`src/rtl/sof_frame_timer.sv`:
```
module sof_frame_timer #(
  parameter int FNUM_W   = 11,
  parameter int ADJ_W    = 8,
  parameter int BASE_LEN = 11936,
  parameter int ADJ_RST  = 64,
  parameter int ADDR_W   = 32,
  parameter int PAGE_W   = 12
) (
  input  logic              clk,
  input  logic              rst_n,
  input  logic              bit_en,
  input  logic              run,
  input  logic              frnum_we,
  input  logic [FNUM_W-1:0] frnum_wdata,
  input  logic              adj_we,
  input  logic [ADJ_W-1:0]  adj_wdata,
  input  logic              base_we,
  input  logic [ADDR_W-1:0] base_wdata,
  input  logic              entry_valid,
  input  logic [ADDR_W-1:0] entry_data,
  output logic [FNUM_W-1:0] frnum,
  output logic [ADJ_W-1:0]  adj_q,
  output logic [ADDR_W-1:0] base_q,
  output logic [ADDR_W-1:0] fetch_addr,
  output logic              sof_pulse,
  output logic              fetch_req,
  output logic [ADDR_W-1:0] entry_ptr,
  output logic              entry_term
);
  localparam int IDX_W = PAGE_W - 2;
  localparam int PG_W  = ADDR_W - PAGE_W;
  localparam int CNT_W = $clog2(BASE_LEN + (1 << ADJ_W));
  localparam logic [CNT_W-1:0] LEN_M1 = CNT_W'(BASE_LEN - 1);

  logic [CNT_W-1:0] cnt;
  logic [ADJ_W-1:0] adj_cur;
  logic [PG_W-1:0]  base_pg;
  logic             strobe;
  logic             tick, frame_end;

  assign tick      = run && bit_en;
  assign frame_end = tick && (cnt == LEN_M1 + CNT_W'(adj_cur));

  always_ff @(posedge clk) begin
    if (!rst_n) begin
      cnt     <= '0;
      frnum   <= '0;
      adj_cur <= ADJ_W'(ADJ_RST);
      strobe  <= 1'b0;
    end else begin
      strobe <= frame_end;
      if (frame_end) begin
        cnt     <= '0;
        frnum   <= frnum + 1'b1;
        adj_cur <= adj_q;
      end else begin
        if (tick) cnt <= cnt + 1'b1;
        if (frnum_we && !run) frnum <= frnum_wdata;
      end
    end
  end

  always_ff @(posedge clk) begin
    if (!rst_n) begin
      adj_q   <= ADJ_W'(ADJ_RST);
      base_pg <= '0;
    end else begin
      if (adj_we)  adj_q   <= adj_wdata;
      if (base_we) base_pg <= base_wdata[ADDR_W-1:PAGE_W];
    end
  end

  always_ff @(posedge clk) begin
    if (!rst_n) begin
      entry_ptr  <= '0;
      entry_term <= 1'b0;
    end else if (entry_valid) begin
      entry_ptr  <= {entry_data[ADDR_W-1:4], 4'b0000};
      entry_term <= entry_data[0];
    end
  end

  assign base_q     = {base_pg, {PAGE_W{1'b0}}};
  assign fetch_addr = {base_pg, frnum[IDX_W-1:0], 2'b00};
  assign sof_pulse  = strobe;
  assign fetch_req  = strobe;

  wire unused_bits = ^{base_wdata[PAGE_W-1:0], entry_data[3:1]};
endmodule


```
`config.mk`:
```
export PLATFORM = sky130hd
export DESIGN_NAME = sof_frame_timer
export DESIGN_NICKNAME = d
export VERILOG_FILES = /design/src/rtl/sof_frame_timer.sv
export SDC_FILE = /design/constraint.sdc
export NUM_CORES = 1
export LEC_CHECK = 0
export ABC_AREA = 0
export BUFFER_PORTS_ARGS = -buffer_cell sky130_fd_sc_hd__buf_2
export CORE_MARGIN = 5
export CORE_UTILIZATION = 30
export DETAILED_ROUTE_END_ITERATION = 12
export HOLD_SLACK_MARGIN = 0.12
export PLACE_DENSITY_LB_ADDON = 0.2
export SYNTH_ARGS = -nofsm -noshare
export SYNTH_HDL_FRONTEND = slang
export SYNTH_SLANG_ARGS = --single-unit
```
`constraint.sdc`:
```
create_clock -name clk -period 2.65 [get_ports clk]
set_input_delay 0.265 -clock clk [delete_from_list [all_inputs] [get_ports clk]]
set_output_delay 0.265 -clock clk [all_outputs]
set_load 0.05 [all_outputs]
```
==> results by group <==
Outcome
  – Status: finished clean

Timing
  – Final min period: 2.532 ns
  – Period utilization: 95.55%
  – Fmax: 394.9 MHz
  – Fin worst setup slack: 0.1178 ns
  – Setup TNS: 0 ns
  – Slew Limit Fails: 0
  – Final setup viols: 0
  – RSZ-0062 raised after global routing: no
  – Slew headroom: 44.38%
  – Clk_skew: 0.006650 ns
  – Final Hold Fails: 0
  – Worst-Margin Slew: 0.8343 ns

Floorplanning
  – Die Area: 17,100 µm²
  – Core Region: 14,420 µm²
  – Io pins: 209
  – Row Count: 44
  – Starting Density: 30.33%
  – Die Y: 130.8 µm
  – Die width: 130.8 µm

Route
  – Antenna-violating nets left: 0
  – Initial DRC Count: 82
  – Drt pass-1 iters: 4
  – Total wire length: 11,260 µm
  – WL/cell: 13.97 µm
  – DR vias: 3,645
  – DRC viols: 0
  – Via/cell ratio: 4.522

Clocking
  – Latest clock arrival within the worst-skew pair: 0.34 ns
  – CTS buffer count: 9
  – TritonCTS clock tree: done
  – Hold_buf cts: 0
  – Root Driver: clkbuf_16
  – # Post-CTS Setup Buffers: 0
  – CTS H-tree depth: 3
  – Reg clk slew, reported paths: 0.07 ns
  – Clk sinks: 91
  – CTS Buffer Depth: 2

Worst hold path
  – Worst Hold Class: input port to flop

Logic synthesis
  – Synth area leader: dfxtp_1
  – Ys flop type: dfxtp_1
  – Sequential fraction of the synthesis area: 41.65%
  – Cell Area, Synth: 4374 µm²
  – Distinct cell type count after synthesis: 53
  – #FFs+latches synth: 91
  – Async SR Flop Fraction: 0%
  – Top area cells in the synthesized netlist: dfxtp_1 42%, mux2i_1 14%, buf_4 8.6%, nor2_1 7.4%, xor2_1 3.6%
  – YS warnings: 0
  – Mean Syn Cell Area: 9.113 µm²
  – Yosys top cell area share: 41.65%
  – Number of synthesized flops with an enable pin: 0
  – Post-synthesis cell count: 480

Worst setup path
  – Worst Setup SP: adj_cur[0]
  – Critical path peak fanout: 5
  – R2R setup slack: 0.12 ns
  – R2R depth: 9
  – Setup crit end kind: flop
  – R2R Path End: frnum[10]
  – Worst Path Arrival: 2.79 ns
  – R2R Path Start: adj_cur[0]
  – CP startpoint kind: flop
  – Critical path capture point: frnum[10]
  – CP Class: flop to flop
  – Required time worst endpoint: 2.91 ns

Cells and area
  – Area grow syn2layout: 24.31%
  – Final cell count without fillers: 806
  – Ratio of cells with drive above 1 in the final layout: 34.57%
  – # fillers: 1,523
  – Post-layout nets: 711
  – # diodes: 0
  – Design Area, Final: 5438 µm²
  – Final Core Density: 37.70%

Place
  – Placed insts: 790
  – Worst slack, placed: 0.1290 ns
  – Port Buf Inserts: 175
  – Hpwl dp: 8616 µm
  – Post-DP Area: 5134 µm²
  – GPL Wtd Cong: 0.7867

Power and ir drop
  – Internal: 2.378 mW
  – NetSw: 1.127 mW
  – Sw frac: 32.15%
  – Sequential power share: 42.4%
  – Peak VDD IR: 361.9 µV
  – Power per cell area: 644.6 nW/µm²
  – Clock power frac: 37.3%
  – P_leak: 2.648 nW
  – Logic pwr share: 20.3%

Flow run
  – Max Cap Violations: 0

Global route
  – Gr usage total: 13.20%
  – Initial antenna violation count: 0
  – Vias in the first global route: 3,573
  – GRT overflow: 0
  – Largest net degree at the start of global routing: 35
  – First-pass GRT wire length: 17,620 µm
[cells by family (layout without fill, tap and decap cells)]
group,after synthesis,after routing,share of synthesized area (%)
simple gates,171,171,17.74
buf+inv,78,203,11.38
mux,61,61,13.96
fa+ha+maj,3,3,0.8582
flops,91,91,41.65
other cells,1,18,0.08573
compound gates,45,45,8.152
xor+xnor,30,30,6.179
[what timing repair did]
item / CTS / global route
endpoints found under the setup margin: 0 / 3
hold endpoints to repair: 0 / 0
resized for setup: 0 / 1
[cells in the mapped netlist, drive strengths merged (2+ instances only)]
master / n
mux2i: 61
and2: 3
o21a: 6
a21oi: 9
nand2: 36
xnor2: 12
xor2: 18
and3: 6
buf: 55
a32oi: 2
nand4: 3
nand3: 20
o21ai: 4
inv: 4
nor2: 86
ha: 3
nor3b: 3
clkbuf: 19
a21boi: 7
dfxtp: 91
o22ai: 6
nor4: 2
nor3: 4
[cell type report]
class	count	area, µm²	area share [%]
clock buffers	11	242.7	4.464
clock inverters	5	61.31	1.127
inverters	4	15.01	0.2761
multi-input cells	328	2118	38.96
flip-flops and latches	91	1822	33.50
well taps	184	230.2	4.234
repair buffers	183	948.4	17.44
[stage by stage]
stage / hold slack, ns / total power, mW
2_1_floorplan: 0.3939 / 2.108
3_3_place_gp: 0.4676 / 2.230
3_5_place_dp: 0.4719 / 2.236
4_1_cts: 0.1399 / 3.562
5_1_grt: 0.1471 / 3.658
6_report: 0.1499 / 3.505
[registers in the layout (all words and copies together) (netlist names)]
signal	count
adj_cur	8
adj_q	8
base_pg	20
cnt	14
entry_ptr	28
entry_term	1
fetch_req	1
frnum	11
[critical path, stage by stage (launching register included)]
cell      delay (ns)
dfxtp_1         0.39
inv_1           0.08
ha_1            0.26
o21ba_2         0.21
a221oi_1        0.28
a41oi_1         0.15
or4_1           0.63
a21oi_1         0.19
a22oi_1         0.09
o221ai_1        0.17
[cells in the final DEF (no fill, tap or decap), types with 2 or more instances in the layout]
cell         n
ha_1         3
nor3_1       4
buf_2      175
nand2_1     34
conb_1      18
clkinv_4     2
dfxtp_1     91
xnor2_1     11
inv_1        3
and2_1       3
nand2_2      2
xor2_1      18
nor2_1      86
nand4_1      3
nand3_1     20
a21boi_0     6
a32oi_1      2
o22ai_1      6
a21oi_2      7
and3_1       6
o21a_1       6
o21ai_1      2
mux2i_1     61
a21oi_1      2
buf_4        7
nor3b_1      3
clkbuf_16    9
[worst min-delay path by stage]
stage	startpoint	to	cells after the start
final	entry_data[16]	entry_ptr[16]	3
after global routing	entry_data[8]	entry_ptr[8]	3
after CTS	entry_data[8]	entry_ptr[8]	3
after detailed placement	adj_cur[1]	adj_cur[1]	2
after global placement	entry_ptr[25]	entry_ptr[25]	2
after floorplan	adj_wdata[6]	adj_q[6]	2
[metal layers]
layer,wire length (µm),track usage (%),vias up
met2,5014,19.96,141
li1,-,-,1832
met1,4956,16.36,1657
met4,228,5.989,0
met3,1062,5.569,15
met5,0,0,-
[power by group through the flow]
stage	Sequential [mW]	Combinational, mW	Clock (mW)
6_report	1.49	0.713	1.31
5_1_grt	1.50	0.759	1.40
2_1_floorplan	1.73	0.379	0
3_3_place_gp	1.51	0.716	0
3_5_place_dp	1.52	0.721	0
4_1_cts	1.49	0.722	1.35
No activity file was read; power rests on OpenSTA's default activity.
